`src/rtl/sysctl_pkg.sv`:
```
package sysctl_pkg;
    localparam int unsigned SC_ADDR_W  = 16;
    localparam int unsigned SC_DATA_W  = 8;
    localparam logic [SC_ADDR_W-1:0] SC_PORT_ADDR = 16'h0092;
    localparam int unsigned SC_GATE_BIT = 1;
    localparam int unsigned SC_KICK_BIT = 0;

    typedef enum logic [0:0] {
        REQ_IDLE = 1'b0,
        REQ_FIRE = 1'b1
    } req_state_t;
endpackage

```
`src/rtl/sysctl_decode.sv`:
```
module sysctl_decode #(
    parameter int unsigned ADDR_W = 16,
    parameter logic [ADDR_W-1:0] PORT_ADDR = 16'h0092
) (
    input  logic [ADDR_W-1:0] addr,
    input  logic              wr_en,
    input  logic              rd_en,
    output logic              wr_hit,
    output logic              rd_hit
);
    logic match;

    always_comb begin
        match  = (addr == PORT_ADDR);
        wr_hit = wr_en && match;
        rd_hit = rd_en && match;
    end
endmodule

```
`src/rtl/sysctl_hold.sv`:
```
module sysctl_hold #(
    parameter int unsigned DATA_W   = 8,
    parameter int unsigned KICK_BIT = 0
) (
    input  logic              clk,
    input  logic              por_n,
    input  logic              sys_rst,
    input  logic              wr_hit,
    input  logic [DATA_W-1:0] wdata,
    output logic [DATA_W-1:0] held
);
    localparam int unsigned KEEP_W = DATA_W - 1;

    always_ff @(posedge clk or negedge por_n) begin
        if (!por_n) begin
            held <= '0;
        end else if (sys_rst) begin
            held[KICK_BIT] <= 1'b0;
        end else if (wr_hit) begin
            held <= wdata;
        end
    end

    // no accepted write and no system reset leaves the byte untouched
    a_r3_hold_stable: assert property (@(posedge clk) disable iff (!por_n)
        (!wr_hit && !sys_rst) |=> $stable(held));

    // an accepted write lands the full byte
    a_r2_full_store: assert property (@(posedge clk) disable iff (!por_n)
        (wr_hit && !sys_rst) |=> (held == $past(wdata)));

    // system reset clears bit 0 only
    a_r7_keep_upper: assert property (@(posedge clk) disable iff (!por_n)
        sys_rst |=> (!held[KICK_BIT] && $countones(held ^ $past(held)) <= 1));

    initial begin
        a_r7_width: assert (KEEP_W >= 1);
    end
endmodule

```
`src/rtl/sysctl_reqfsm.sv`:
```
module sysctl_reqfsm
    import sysctl_pkg::*;
(
    input  logic clk,
    input  logic por_n,
    input  logic sys_rst,
    input  logic wr_hit,
    input  logic kick_bit,
    output logic rst_req
);
    req_state_t state_q, state_d;
    logic       kick;

    always_comb begin
        kick = wr_hit && kick_bit && !sys_rst;
    end

    always_ff @(posedge clk or negedge por_n) begin
        if (!por_n) begin
            state_q <= REQ_IDLE;
        end else begin
            state_q <= state_d;
        end
    end

    always_comb begin
        state_d = state_q;
        unique case (state_q)
            REQ_IDLE: state_d = kick ? REQ_FIRE : REQ_IDLE;
            REQ_FIRE: state_d = kick ? REQ_FIRE : REQ_IDLE;
            default:  state_d = REQ_IDLE;
        endcase
        if (sys_rst) begin
            state_d = REQ_IDLE;
        end
    end

    always_comb begin
        rst_req = (state_q == REQ_FIRE);
    end

    // a kicking write is followed by a pulse
    a_r5_pulse_after_kick: assert property (@(posedge clk) disable iff (!por_n)
        (wr_hit && kick_bit && !sys_rst) |=> rst_req);

    // no pulse without a kicking write in the previous cycle
    a_r5_no_spurious: assert property (@(posedge clk) disable iff (!por_n)
        !(wr_hit && kick_bit && !sys_rst) |=> !rst_req);
endmodule

```
`src/rtl/sysctl_port.sv`:
```
module sysctl_port
    import sysctl_pkg::*;
#(
    parameter int unsigned ADDR_W   = SC_ADDR_W,
    parameter int unsigned DATA_W   = SC_DATA_W,
    parameter logic [ADDR_W-1:0] PORT_ADDR = SC_PORT_ADDR,
    parameter int unsigned GATE_BIT = SC_GATE_BIT,
    parameter int unsigned KICK_BIT = SC_KICK_BIT
) (
    input  logic              clk,
    input  logic              por_n,
    input  logic              sys_rst,
    input  logic [ADDR_W-1:0] addr,
    input  logic              wr_en,
    input  logic              rd_en,
    input  logic [DATA_W-1:0] wdata,
    output logic [DATA_W-1:0] rdata,
    output logic              a20_en,
    output logic              rst_req
);
    logic              wr_hit;
    logic              rd_hit;
    logic [DATA_W-1:0] held;
    logic              gate_q;

    sysctl_decode #(.ADDR_W(ADDR_W), .PORT_ADDR(PORT_ADDR)) u_decode (
        .addr   (addr),
        .wr_en  (wr_en),
        .rd_en  (rd_en),
        .wr_hit (wr_hit),
        .rd_hit (rd_hit)
    );

    sysctl_hold #(.DATA_W(DATA_W), .KICK_BIT(KICK_BIT)) u_hold (
        .clk     (clk),
        .por_n   (por_n),
        .sys_rst (sys_rst),
        .wr_hit  (wr_hit),
        .wdata   (wdata),
        .held    (held)
    );

    sysctl_reqfsm u_reqfsm (
        .clk      (clk),
        .por_n    (por_n),
        .sys_rst  (sys_rst),
        .wr_hit   (wr_hit),
        .kick_bit (wdata[KICK_BIT]),
        .rst_req  (rst_req)
    );

    // dedicated gate flop, kept next to the pin
    always_ff @(posedge clk or negedge por_n) begin
        if (!por_n) begin
            gate_q <= 1'b0;
        end else if (wr_hit && !sys_rst) begin
            gate_q <= wdata[GATE_BIT];
        end
    end

    always_comb begin
        a20_en = gate_q;
        rdata  = rd_hit ? held : '0;
    end

    // gate level agrees with the stored byte on every cycle
    a_r4_gate_matches: assert property (@(posedge clk) disable iff (!por_n)
        a20_en == held[GATE_BIT]);

    // gate follows the written bit on the completing edge
    a_r4_gate_update: assert property (@(posedge clk) disable iff (!por_n)
        (wr_hit && !sys_rst) |=> (a20_en == $past(wdata[GATE_BIT])));

    // system reset keeps the gate level
    a_r7_gate_kept: assert property (@(posedge clk) disable iff (!por_n)
        sys_rst |=> $stable(a20_en));

    // no read hit gives zero read data
    a_r8_idle_zero: assert property (@(posedge clk) disable iff (!por_n)
        !rd_hit |-> (rdata == '0));
endmodule

```
`config.mk`:
```
export PLATFORM = sky130hd
export DESIGN_NAME = sysctl_port
export DESIGN_NICKNAME = d
export VERILOG_FILES = /design/src/rtl/sysctl_pkg.sv /design/src/rtl/sysctl_decode.sv /design/src/rtl/sysctl_hold.sv /design/src/rtl/sysctl_reqfsm.sv /design/src/rtl/sysctl_port.sv
export SDC_FILE = /design/constraint.sdc
export NUM_CORES = 1
export LEC_CHECK = 0
export BUFFER_PORTS_ARGS = -buffer_cell sky130_fd_sc_hd__buf_2
export CELL_PAD_IN_SITES_DETAIL_PLACEMENT = 1
export CELL_PAD_IN_SITES_GLOBAL_PLACEMENT = 1
export CORE_MARGIN = 3
export CORE_UTILIZATION = 25
export DETAILED_ROUTE_END_ITERATION = 8
export PLACE_DENSITY = 0.69
export SLEW_MARGIN = 20
export SYNTH_ARGS = -nofsm -noshare
export SYNTH_HDL_FRONTEND = slang
export SYNTH_HIERARCHICAL = 1
export SYNTH_SLANG_ARGS = --single-unit
```
`constraint.sdc`:
```
create_clock -name clk -period 1.2 [get_ports clk]
set_clock_uncertainty 0.2 [all_clocks]
set_input_delay 0.12 -clock clk [delete_from_list [all_inputs] [get_ports clk]]
set_output_delay 0.12 -clock clk [all_outputs]
set_load 0.01 [all_outputs]
```
==> impl_table.tex, run 1 <==
\begin{tabular}{lr}
\hline
Metric & Value \\
\hline
\multicolumn{2}{l}{\textbf{Synthesis}} \\
\quad Share of synthesized cell area in and, or, nand and nor gates & 28.2\% \\
\quad Compound-gate portion of the synthesized area & 0\% \\
\quad Nets in the synthesized netlist & 70 \\
\quad Main combinational cell family by area after synthesis & simple AND/OR/NAND/NOR gates \\
\quad Multiplexer share of the synthesized area & 23.4\% \\
\quad Proportion of synthesized chip area in sequential cells & 45.0\% \\
\quad Synth Instances & 41 \\
\quad Average cell area after synthesis & 13.5 um\^{}2 \\
\quad Synthesized-area fraction occupied by adder cells & 0\% \\
\quad Number of distinct standard cells referenced by the synthesized netlist & 13 \\
\quad Post-synth top area cell & dfrtp\_1 \\
\quad Flip-flop and latch count after synthesis & 10 \\
\quad Yosys top cell area share & 45.0\% \\
\quad Ys Warns & 6 \\
\quad XOR/XNOR Fraction of Synth Area & 0\% \\
\quad Summed instance area of the synthesized netlist & 556 um\^{}2 \\
\quad Leading cell types by total area after synthesis & dfrtp\_1 (45\%), mux2\_4 (22\%), and2\_1 (9.0\%) \\
\multicolumn{2}{l}{\textbf{Floorplanning}} \\
\quad Initial cell density of the core & 27.2\% \\
\quad Die X-Extent & 53.1 um \\
\quad Placeable core area & 2040 um\^{}2 \\
\quad Area of the die & 2820 um\^{}2 \\
\quad Site Rows & 16 \\
\quad I/O Pins & 39 \\
\quad Vertical die dimension & 53.1 um \\
\multicolumn{2}{l}{\textbf{Run}} \\
\quad Maxcap violations & 0 \\
\multicolumn{2}{l}{\textbf{Clock tree}} \\
\quad Root cell of the clock tree & clkbuf\_4 \\
\quad Clk sink count & 10 \\
\quad Register clock-pin slew on the reported worst setup and hold paths & 0.07 ns \\
\quad Clock tree from TritonCTS & yes \\
\quad Number of H-tree levels & 1 \\
\quad Number of buffers created by CTS & 3 \\
\quad Maximum count of clock buffers along a single path & 2 \\
\quad Skew-Pair Late Insertion Delay & 0.26 ns \\
\multicolumn{2}{l}{\textbf{GRT}} \\
\quad All-Layer GR Usage & 14.9\% \\
\quad First-pass GRT wire length & 2880 um \\
\quad Pin count of the biggest net entering global routing & 11 \\
\quad Initial antenna violation count & 0 \\
\quad Remaining global-route overflow & 0 \\
\quad Via count of the first global-routing pass & 606 \\
\multicolumn{2}{l}{\textbf{Drt}} \\
\quad Final Routed Wirelength & 1890 um \\
\quad First DRT Iteration DRCs & 3 \\
\quad Average vias per placed instance & 4.22 \\
\quad DR WL/cell & 15.1 um \\
\quad Total DRC errors in the routed layout & 0 \\
\quad Via count & 528 \\
\quad Number of routed nets with antenna violations & 0 \\
\quad Drt pass-1 iters & 2 \\
\multicolumn{2}{l}{\textbf{STA}} \\
\quad Worst Hold Margin & 0.0466 ns \\
\quad Number of setup violations in the final report & 18 \\
\quad Final critical-path setup slack & -0.353 ns \\
\quad Fmax achieved & 0.644 GHz \\
\quad Final Max Slew Viols & 0 \\
\quad Worst-margin pin slew & 0.229 ns \\
\quad Part of the cycle the worst path needs & 129\% \\
\quad Max-slew headroom & 84.6\% \\
\quad Count of endpoints failing hold in the final timing report & 0 \\
\quad Final sum of negative setup slack & -5.75 ns \\
\quad Final Critical Period & 1.55 ns \\
\quad Setup repair after global routing missed its margin & yes \\
\multicolumn{2}{l}{\textbf{Critical path}} \\
\quad Endpoint arrival time on the critical path & 1.23 ns \\
\quad Endpoint of the most critical register-to-register path & u\_hold/held[4] \\
\quad Critical Path Fanout Max & 8 \\
\quad Critical Path Sink Type & output pin \\
\quad Internal reg-to-reg setup slack & 0.22 ns \\
\quad Crit path kind & in -> out \\
\quad Worst reg2reg path depth & 1 \\
\quad Setup crit start & addr[11] \\
\quad Endpoint required time on the critical path & 0.88 ns \\
\quad Nature of the critical path startpoint & input port \\
\quad Capturing instance or port of the critical path & rdata[4] \\
\quad Source of the worst register-to-register timing path & u\_hold/held[4] \\
\multicolumn{2}{l}{\textbf{Final layout}} \\
\quad Number of nets in the layout & 128 \\
\quad Most common library cell in the layout ignoring fill and taps & buf\_2 \\
\quad Number of antenna diodes & 0 \\
\quad Fillers & 236 \\
\quad Area Growth Syn to Fin & 93.7\% \\
\quad Multi-input gate area in the final layout & 330 um\^{}2 \\
\quad Fraction of layout instances using a drive strength above 1 & 70.4\% \\
\quad Commonest cells after routing, fill and taps aside & buf\_2 (28), buf\_6 (12), dfrtp\_1 (10), dlygate4sd3\_1 (10), mux2\_4 (8) \\
\quad Area taken by flip-flops and latches & 250 um\^{}2 \\
\multicolumn{2}{l}{\textbf{Outcome}} \\
\quad Result of the run & finished with violations \\
\quad Violated checks & setup timing \\
\multicolumn{2}{l}{\textbf{Power}} \\
\quad Maximum resistive drop on vdd & 0.564 mV \\
\quad Static leakage & 0.544 nW \\
\quad Total power divided by cell area & 696 nW/um\^{}2 \\
\multicolumn{2}{l}{\textbf{Place}} \\
\quad Final RePlAce weighted congestion & 0.692 \\
\quad Buffers added on ports & 38 \\
\multicolumn{2}{l}{\textbf{Worst hold path}} \\
\quad Worst hold path class & in -> async \\
\hline
\end{tabular}
## Yosys cell counts
cell type / count
and4bb_2: 1
and3b_1: 1
nor4_2: 2
inv_1: 2
nand4_1: 1
nor4b_2: 1
buf_6: 1
dfrtp_1: 10
nor2_1: 3
nor2b_4: 2
and2_1: 8
mux2_4: 8
mux2i_1: 1
## stage by stage
stage                     setup slack [ns]  total power, mW  util (%)  area, um^2  instances
after floorplan                     -0.374            0.355         -         584         41
after global placement              -0.551            0.421      40.1         820        108
after detailed placement            -0.617            0.423      40.1         820        108
after CTS                           -0.332            0.758      50.6        1030        125
after global routing                -0.447            0.793      52.7        1080        125
final                               -0.353            0.748      52.7        1080        125
## power by group
part           total [mW]  internal [mW]  switching, mW
Combinational       0.115         0.0726         0.0425
Sequential          0.337          0.337      0.0000309
Clock               0.296          0.184          0.112
## what timing repair did
item                                    in CTS  in global routing
gates cloned                                 0                  0
hold buffers                                10                  0
pin swaps                                    9                  8
resized for setup                            8                 10
buffers inserted                             3                  0
endpoints found under the setup margin      17                 18
hold endpoints to repair                    20                  0
## logic make-up after synthesis
group	after synthesis
simple gates	19
flops	10
mux	9
buf+inv	3
## worst min path at each step
stage / from / depth (start not counted) / end
finish: por_n / 2 / u_hold/held[2]
global route: por_n / 2 / u_hold/held[2]
CTS: por_n / 2 / u_hold/held[5]
detailed placement: por_n / 1 / u_hold/held[5]
global placement: por_n / 1 / u_hold/held[2]
floorplan: por_n / 0 / a20_en
## flip-flops by register name, summed over array words and instances, names as in the netlist
signal	count
a20_en	1
u_hold/held	8
u_reqfsm/rst_req	1
## worst max-delay path, stage by stage
cell,delay [ns]
buf_6,0.10
nor4_4,0.29
nand4_1,0.19
nor2_1,0.13
buf_4,0.17
and2_4,0.15
buf_6,0.09
## area by class of cell
class | count | share of cell area, %
multi-input combinational | 28 | 30.7
inverter | 2 | 0.698
tap | 27 | 3.14
timing repair buffer | 54 | 38.8
sequential | 10 | 23.3
clock buffer | 4 | 3.37
## layer usage
metal	GRT usage, %	part of all wire (%)	vias up
li1	-	-	255
met1	14.9	32	259
met2	28.9	64	12
met3	4.51	3.0	2
met4	4.68	0.95	0
met5	0	0	-
Power figures use the tool's default switching activity.
==> run 2, diff against run 1 <==
- ABC_AREA: not set -> 1
- PLACE_DENSITY: 0.69 -> 0.77
- SETUP_SLACK_MARGIN: not set -> 0.05
==> run 2 against run 1 <==
  * The run still ends with setup timing left
  * Sequential cell count unchanged
  * Global-route usage increased by 0.17 points
  * Maximum frequency increased by 8.6%
  * Utilization grew 6.3 points
  * Non-clock buffer count shrank 1
  * Synthesized area increased by 0.45%
  * Die area up 0.40%
  * Wire length grew 16%
  * Clock power up 3%
  * Final cell count up 33%
  * Design area grew 12%
  * Via count increased by 35%
==> impl_table.tex, run 2 <==
\begin{tabular}{lr}
\hline
Metric & Value \\
\hline
\multicolumn{2}{l}{\textbf{Place}} \\
\quad Placed cell areas & 811 um\^{}2 (-1.1\%) \\
\quad Final RePlAce weighted congestion & 0.759 (+9.7\%) \\
\quad Detailed-placement wirelength estimate & 1320 um \\
\quad Worst slack at placement & -0.194 ns (+0.423 ns) \\
\quad Buffers added on ports & 38 (unchanged) \\
\multicolumn{2}{l}{\textbf{Synthesis}} \\
\quad XOR/XNOR Fraction of Synth Area & 0\% (unchanged) \\
\quad Fraction of registers with async set or reset after synthesis & 100\% (unchanged) \\
\quad Share of synthesized cell area in and, or, nand and nor gates & 42.2\% (+14 points) \\
\quad Summed instance area of the synthesized netlist & 558 um\^{}2 (+0.45\%) \\
\quad Synthesized-area fraction occupied by adder cells & 0\% (unchanged) \\
\quad Yosys top cell area share & 44.8\% (-0.20 points) \\
\quad Leading cell types by total area after synthesis & dfrtp\_1 (45\%), nand2\_1 (22\%), inv\_1 (9.4\%) \\
\quad Most frequently used flop master after synthesis & dfrtp\_1 \\
\quad Average cell area after synthesis & 6.64 um\^{}2 (-51\%) \\
\quad Most frequent cell after synthesis & nand2\_1 \\
\quad Multiplexer share of the synthesized area & 0\% (-23 points) \\
\quad Proportion of synthesized chip area in sequential cells & 44.8\% (-0.20 points) \\
\quad Flip-flop and latch count after synthesis & 10 (unchanged) \\
\quad Ys Warns & 6 (unchanged) \\
\quad Compound-gate portion of the synthesized area & 0\% (unchanged) \\
\quad Post-synth top area cell & dfrtp\_1 \\
\quad Nets in the synthesized netlist & 113 (+61\%) \\
\quad Number of distinct standard cells referenced by the synthesized netlist & 10 (-3) \\
\quad Synth Instances & 84 (+100\%) \\
\quad Number of flops mapped to enable cells by yosys & 0 (unchanged) \\
\quad Leading post-synthesis cells by instance count & nand2\_1 (33), inv\_1 (14), nor2\_1 (13) \\
\quad Main combinational cell family by area after synthesis & simple AND/OR/NAND/NOR gates \\
\multicolumn{2}{l}{\textbf{STA}} \\
\quad Part of the cycle the worst path needs & 119\% (-10 points) \\
\quad Number of setup violations in the final report & 16 (-2) \\
\quad Max-slew headroom & 84.1\% (-0.45 points) \\
\quad Setup repair after global routing missed its margin & yes \\
\quad Final critical-path setup slack & -0.230 ns (+0.124 ns) \\
\quad Fmax achieved & 0.699 GHz (+8.6\%) \\
\quad Final sum of negative setup slack & -2.03 ns (+3.72 ns) \\
\quad Final Critical Period & 1.43 ns (-0.124 ns) \\
\quad Worst-margin pin slew & 0.238 ns (+0.00807 ns) \\
\quad Worst Hold Margin & 0.0271 ns (-0.0195 ns) \\
\quad Count of endpoints failing hold in the final timing report & 0 (unchanged) \\
\quad Final Max Slew Viols & 0 (unchanged) \\
\multicolumn{2}{l}{\textbf{Power}} \\
\quad Switching Power & 0.181 mW (+17\%) \\
\quad Combinational share of power & 17.8\% (+2.4 points) \\
\quad Switching power share of the total & 23.1\% (+2.4 points) \\
\quad Portion of total power attributed to the clock network & 39.1\% (-0.5 points) \\
\quad Internal portion of total power & 0.602 mW (+1.3\%) \\
\quad Sequential fraction of design power & 43.1\% (-1.9 points) \\
\quad Total power divided by cell area & 650 nW/um\^{}2 (-6.6\%) \\
\quad Maximum resistive drop on vdd & 0.468 mV (-17\%) \\
\quad Static leakage & 0.706 nW (+30\%) \\
\multicolumn{2}{l}{\textbf{Clock tree}} \\
\quad Register clock-pin slew on the reported worst setup and hold paths & 0.07 ns (about the same) \\
\quad Clk sink count & 10 (unchanged) \\
\quad Skew-Pair Late Insertion Delay & 0.27 ns (about the same) \\
\quad Number of buffers created by CTS & 3 (unchanged) \\
\quad Clock tree from TritonCTS & yes \\
\quad Maximum count of clock buffers along a single path & 2 (unchanged) \\
\quad Number of H-tree levels & 1 (unchanged) \\
\quad Root cell of the clock tree & clkbuf\_4 \\
\multicolumn{2}{l}{\textbf{Drt}} \\
\quad Average vias per placed instance & 4.31 (+2.0\%) \\
\quad Via count & 715 (+35\%) \\
\quad Total DRC errors in the routed layout & 0 (unchanged) \\
\quad Final Routed Wirelength & 2190 um (+16\%) \\
\quad Drt pass-1 iters & 3 (+1) \\
\quad First DRT Iteration DRCs & 3 (unchanged) \\
\quad DR WL/cell & 13.2 um (-13\%) \\
\quad Number of routed nets with antenna violations & 0 (unchanged) \\
\multicolumn{2}{l}{\textbf{Final layout}} \\
\quad Area Growth Syn to Fin & 116\% \\
\quad Number of nets in the layout & 169 (+32\%) \\
\quad Most common library cell in the layout ignoring fill and taps & buf\_2 \\
\quad Fillers & 263 (+11\%) \\
\quad Post-layout utilization of the core & 58.9\% (+6.3 points) \\
\quad Largest register FFs & 8 (unchanged) \\
\quad Post-Layout Inst Area & 1200 um\^{}2 (+12\%) \\
\quad Commonest cells after routing, fill and taps aside & buf\_2 (24), buf\_6 (16), nand2\_2 (14), nand2\_1 (14) \\
\quad Number of antenna diodes & 0 (unchanged) \\
\quad Reg with most FFs & u\_hold/held \\
\quad Fraction of layout instances using a drive strength above 1 & 64.0\% (-6.4 points) \\
\multicolumn{2}{l}{\textbf{Floorplanning}} \\
\quad Vertical die dimension & 53.2 um (+0.20\%) \\
\quad Site Rows & 16 (unchanged) \\
\quad Initial cell density of the core & 27.3\% (+0.12 points) \\
\quad Die X-Extent & 53.2 um (+0.20\%) \\
\quad Placeable core area & 2040 um\^{}2 (unchanged) \\
\quad I/O Pins & 39 (unchanged) \\
\quad Area of the die & 2840 um\^{}2 (+0.40\%) \\
\multicolumn{2}{l}{\textbf{Critical path}} \\
\quad Cell with the largest stage delay on the worst path & buf\_12 \\
\quad Critical path cell sequence & buf\_6, inv\_8, nor2\_1, nand2\_2, nor2\_4, nand2\_2, nor2\_4, buf\_12, nand2\_4, inv\_2, buf\_6 \\
\quad Critical Path Sink Type & output pin \\
\quad Crit path kind & in -> out \\
\quad Endpoint required time on the critical path & 0.88 ns (about the same) \\
\quad Nature of the critical path startpoint & input port \\
\quad Endpoint arrival time on the critical path & 1.11 ns (-0.12 ns) \\
\quad Worst stage delay on the critical path & 0.15 ns (-0.14 ns) \\
\quad Critical Path Fanout Max & 8 (unchanged) \\
\multicolumn{2}{l}{\textbf{GRT}} \\
\quad Pin count of the biggest net entering global routing & 11 (unchanged) \\
\quad Via count of the first global-routing pass & 745 (+23\%) \\
\quad All-Layer GR Usage & 15.1\% (+0.17 points) \\
\quad First-pass GRT wire length & 3130 um (+8.9\%) \\
\quad Initial antenna violation count & 0 (unchanged) \\
\quad Remaining global-route overflow & 0 (unchanged) \\
\multicolumn{2}{l}{\textbf{Worst hold path}} \\
\quad Worst hold path class & in -> reg \\
\multicolumn{2}{l}{\textbf{Run}} \\
\quad Maxcap violations & 0 (unchanged) \\
\multicolumn{2}{l}{\textbf{Outcome}} \\
\quad Result of the run & finished with violations \\
\quad Violated checks & setup timing \\
\hline
\end{tabular}
[run 2: cell count changes in the layout (fill, tap and decap cells not counted), moves of 5 or more]
| cell | before | now |
|---|---|---|
| nand2_1 | 0 | 14 |
| nand2_2 | 0 | 14 |
| inv_2 | 0 | 10 |
| nand3_1 | 0 | 9 |
| mux2_4 | 8 | 0 |
| and2_4 | 6 | 0 |
| nor2_4 | 0 | 6 |
| nand2_4 | 0 | 5 |
[run 2: area by class of cell]
type | instances | area [um^2] | area share, %
clock buffers | 4 | 36.3 | 3.01
inverters | 15 | 63.8 | 5.30
multi-input cells | 57 | 372 | 30.9
flip-flops and latches | 10 | 250 | 20.8
well taps | 27 | 33.8 | 2.81
repair buffers | 53 | 448 | 37.2
[run 2: logic make-up (layout without fill, tap and decap cells)]
logic type / Yosys count / after routing
and+or+nand+nor: 57 / 57
buffers and inverters: 17 / 72
DFF: 10 / 10
[run 2: stage by stage]
step | power (mW) | std cells
floorplan | 0.364 | 84
global placement | 0.424 | 150
detailed placement | 0.426 | 150
CTS | 0.765 | 165
global route | 0.830 | 166
finish | 0.782 | 166
[run 2: timing repair]
| item | CTS | global route |
|---|---|---|
| pin swaps | 4 | 14 |
| gates resized for setup | 13 | 52 |
| hold buffers | 10 | 0 |
| endpoints found under the setup margin | 8 | 18 |
| buffers inserted | 1 | 1 |
| hold endpoints to repair | 20 | 0 |
[run 2: worst max-delay path: cells and delay by family]
family / cells / cell delay [ns]
buffers and inverters: 5 / 0.41
and+or+nand+nor: 6 / 0.57
[run 2: power groups by stage]
| stage | sequential [mW] | combinational, mW | clock (mW) |
|---|---|---|---|
| 6_report | 0.337 | 0.140 | 0.306 |
| 3_5_place_dp | 0.343 | 0.0826 | 0 |
| 2_1_floorplan | 0.344 | 0.0206 | 0 |
| 4_1_cts | 0.337 | 0.119 | 0.309 |
| 3_3_place_gp | 0.343 | 0.0802 | 0 |
| 5_1_grt | 0.337 | 0.152 | 0.341 |
[run 2: path summary, 6_finish.rpt]
| check | start | slack, ns | cells past startpoint | end |
|---|---|---|---|---|
| setup / recovery | addr[7] | -0.23 | 11 | rdata[0] |
| hold / removal | sys_rst | 0.03 | 4 | u_hold/held[7] |
| setup reg to reg | u_hold/held[1] | 0.32 | 2 | u_hold/held[1] |
| hold reg to reg | a20_en | 0.32 | 2 | a20_en |
| max in group asynchronous | por_n | 0.56 | 2 | u_hold/held[3] |
| min in group asynchronous | por_n | 0.04 | 2 | u_hold/held[6] |
[run 2: per-layer routing]
| metal | part of all wire [%] | up-vias | GRT usage (%) |
|---|---|---|---|
| li1 | - | 358 | - |
| met1 | 38 | 336 | 16.7 |
| met2 | 57 | 17 | 29.6 |
| met3 | 2.7 | 4 | 0.845 |
| met4 | 1.4 | 0 | 5.11 |
| met5 | 0 | - | 0 |
==> run 3, diff against run 2 <==
- ABC_AREA: 1 -> 0
- PLACE_DENSITY: 0.77 -> 0.69
- TNS_END_PERCENT: not set -> 20
==> run 3 against run 2 <==
  * The flow still finishes with violations (setup timing)
  * Hold slack better by 0.024 ns
  * Maximum frequency is 11% lower
  * Design area is 10% lower
  * Worst setup slack worse by 0.18 ns
  * Wire length is 17% lower
  * Combinational power is 17% lower
  * Clock power is 30% lower
  * Critical path depth is 3 lower
  * Largest cell class unchanged
  * Largest power group unchanged
==> impl_table.tex, run 3 (synthesized netlist as in run 1, its figures left out) <==
\begin{tabular}{lr}
\hline
Metric & Value \\
\hline
\multicolumn{2}{l}{\textbf{STA}} \\
\quad Final Max Slew Viols & 0 (unchanged) \\
\quad Fmax achieved & 0.621 GHz (-11\%) \\
\quad Final sum of negative setup slack & -6.25 ns (-4.21 ns) \\
\quad Part of the cycle the worst path needs & 134\% (+15 points) \\
\quad Worst-margin pin slew & 0.227 ns (-0.0108 ns) \\
\quad Number of setup violations in the final report & 18 (+2) \\
\quad Max-slew headroom & 84.9\% (+0.75 points) \\
\quad Count of endpoints failing hold in the final timing report & 0 (unchanged) \\
\quad Setup repair after global routing missed its margin & yes \\
\quad Final critical-path setup slack & -0.409 ns (-0.179 ns) \\
\quad Final Critical Period & 1.61 ns (+0.179 ns) \\
\multicolumn{2}{l}{\textbf{Place}} \\
\quad Final RePlAce weighted congestion & 0.712 (-6.2\%) \\
\quad Buffers added on ports & 38 (unchanged) \\
\quad Detailed-placement wirelength estimate & 1310 um (-1.3\%) \\
\quad Worst slack at placement & -0.631 ns (-0.437 ns) \\
\quad Placed cell areas & 827 um\^{}2 (+2.0\%) \\
\quad Placed Instances & 109 (-27\%) \\
\multicolumn{2}{l}{\textbf{Final layout}} \\
\quad Commonest cells after routing, fill and taps aside & buf\_2 (28), buf\_6 (11), dfrtp\_1 (10), dlygate4sd3\_1 (10), mux2\_4 (8) \\
\quad Reg with most FFs & u\_hold/held \\
\quad Post-Layout Inst Area & 1080 um\^{}2 (-10\%) \\
\quad Largest register FFs & 8 (unchanged) \\
\quad Final standard cell count with taps included and fillers excluded & 125 (-25\%) \\
\quad Number of antenna diodes & 0 (unchanged) \\
\quad Number of nets in the layout & 129 (-24\%) \\
\quad Area Growth Syn to Fin & 94.1\% \\
\quad Most common library cell in the layout ignoring fill and taps & buf\_2 \\
\quad Fraction of layout instances using a drive strength above 1 & 71.4\% (+7.4 points) \\
\multicolumn{2}{l}{\textbf{Clock tree}} \\
\quad Maximum count of clock buffers along a single path & 2 (unchanged) \\
\quad Clock tree from TritonCTS & yes \\
\quad Root cell of the clock tree & clkbuf\_4 \\
\quad Register clock-pin slew on the reported worst setup and hold paths & 0.06 ns (about the same) \\
\quad Number of buffers created by CTS & 3 (unchanged) \\
\quad Number of H-tree levels & 1 (unchanged) \\
\quad Clk sink count & 10 (unchanged) \\
\quad Skew-Pair Late Insertion Delay & 0.26 ns (about the same) \\
\multicolumn{2}{l}{\textbf{Critical path}} \\
\quad Crit path kind & in -> reg \\
\quad Critical Path Sink Type & flop \\
\quad Endpoint required time on the critical path & 1.14 ns (+0.26 ns) \\
\quad Setup crit start & addr[2] \\
\quad Nature of the critical path startpoint & input port \\
\quad Critical Path Fanout Max & 6 (-2) \\
\quad Source of the worst register-to-register timing path & u\_hold/held[3] \\
\quad Endpoint arrival time on the critical path & 1.54 ns (+0.43 ns) \\
\multicolumn{2}{l}{\textbf{Floorplanning}} \\
\quad Placeable core area & 2040 um\^{}2 (unchanged) \\
\quad I/O Pins & 39 (unchanged) \\
\quad Die X-Extent & 53.1 um (-0.20\%) \\
\quad Area of the die & 2820 um\^{}2 (-0.39\%) \\
\quad Site Rows & 16 (unchanged) \\
\quad Initial cell density of the core & 27.2\% (-0.12 points) \\
\quad Vertical die dimension & 53.1 um (-0.20\%) \\
\multicolumn{2}{l}{\textbf{GRT}} \\
\quad Pin count of the biggest net entering global routing & 11 (unchanged) \\
\quad All-Layer GR Usage & 14.9\% (-0.18 points) \\
\quad Initial antenna violation count & 0 (unchanged) \\
\quad First-pass GRT wire length & 2860 um (-8.6\%) \\
\quad Via count of the first global-routing pass & 569 (-24\%) \\
\quad Remaining global-route overflow & 0 (unchanged) \\
\multicolumn{2}{l}{\textbf{Power}} \\
\quad Static leakage & 0.539 nW (-24\%) \\
\quad Power, Total & 0.667 mW (-15\%) \\
\quad Maximum resistive drop on vdd & 0.711 mV (+52\%) \\
\quad Total power divided by cell area & 618 nW/um\^{}2 (-4.9\%) \\
\multicolumn{2}{l}{\textbf{Outcome}} \\
\quad Result of the run & finished with violations \\
\quad Violated checks & setup timing \\
\multicolumn{2}{l}{\textbf{Drt}} \\
\quad Final Routed Wirelength & 1810 um (-17\%) \\
\quad DR WL/cell & 14.5 um (+10\%) \\
\quad First DRT Iteration DRCs & 3 (unchanged) \\
\quad Via count & 514 (-28\%) \\
\quad Average vias per placed instance & 4.11 (-4.5\%) \\
\quad Total DRC errors in the routed layout & 0 (unchanged) \\
\quad Number of routed nets with antenna violations & 0 (unchanged) \\
\quad Drt pass-1 iters & 3 (unchanged) \\
\multicolumn{2}{l}{\textbf{Run}} \\
\quad Maxcap violations & 0 (unchanged) \\
\multicolumn{2}{l}{\textbf{Worst hold path}} \\
\quad Worst hold path class & in -> async \\
\hline
\end{tabular}
==> run 3: worst paths after layout <==
kind / endpoint / slack (ns) / cells after the start
max: u_hold/held[5] / -0.41 / 8
min: u_hold/held[2] / 0.05 / 2
max reg2reg: u_hold/held[3] / 0.23 / 1
min reg2reg: u_hold/held[5] / 0.32 / 1
max in group asynchronous: u_hold/held[7] / 0.55 / 2
min in group clk: u_reqfsm/rst_req / 0.13 / 3
==> run 3: per-stage QoR <==
| stage | utilization, % | hold slack [ns] |
|---|---|---|
| after floorplan | - | -0.376 |
| after global placement | 40.5 | -0.216 |
| after detailed placement | 40.5 | -0.208 |
| after CTS | 50.7 | 0.0437 |
| after global routing | 52.8 | 0.0755 |
| final | 52.8 | 0.0515 |
==> run 3: area by class of cell <==
| cell class | count | area [um^2] |
|---|---|---|
| clock buffer | 3 | 22.5 |
| fill | 232 | 963 |
| inverter | 2 | 7.51 |
| multi-input combinational | 28 | 343 |
| sequential | 10 | 250 |
| tap | 27 | 33.8 |
| timing repair buffer | 55 | 422 |
==> run 3: repair_timing <==
| action | CTS | global route |
|---|---|---|
| hold endpoints to repair | 20 | 0 |
| resized for setup | 11 | 10 |
| hold buffers | 10 | 0 |
| endpoints found under the setup margin | 17 | 19 |
| pin swaps | 5 | 5 |
| setup buffers | 3 | 0 |
==> run 3: where the power goes <==
group / total, mW / internal, mW / switching, mW / leakage [nW]
Clock: 0.213 / 0.115 / 0.0979 / 0.0138
Combinational: 0.116 / 0.0726 / 0.0438 / 0.385
Sequential: 0.337 / 0.337 / 0.0000297 / 0.140
Total: 0.667 / 0.525 / 0.142 / 0.539
==> run 3: per-layer routing <==
layer | routed length [um] | track usage [%] | share of wire, % | vias to the layer above
met2 | 1030 | 26.9 | 57 | 14
met5 | 0 | 0 | 0 | -
met1 | 699 | 17.1 | 39 | 241
met4 | 18 | 3.83 | 0.99 | 0
li1 | - | - | - | 257
met3 | 63 | 4.23 | 3.5 | 2
==> run 3: worst max-delay path, cell delays in order <==
cell,delay [ns]
buf_6,0.10
nor4b_4,0.26
nand4_1,0.15
buf_4,0.18
nor2_4,0.11
nor2b_4,0.19
buf_12,0.14
mux2_4,0.29
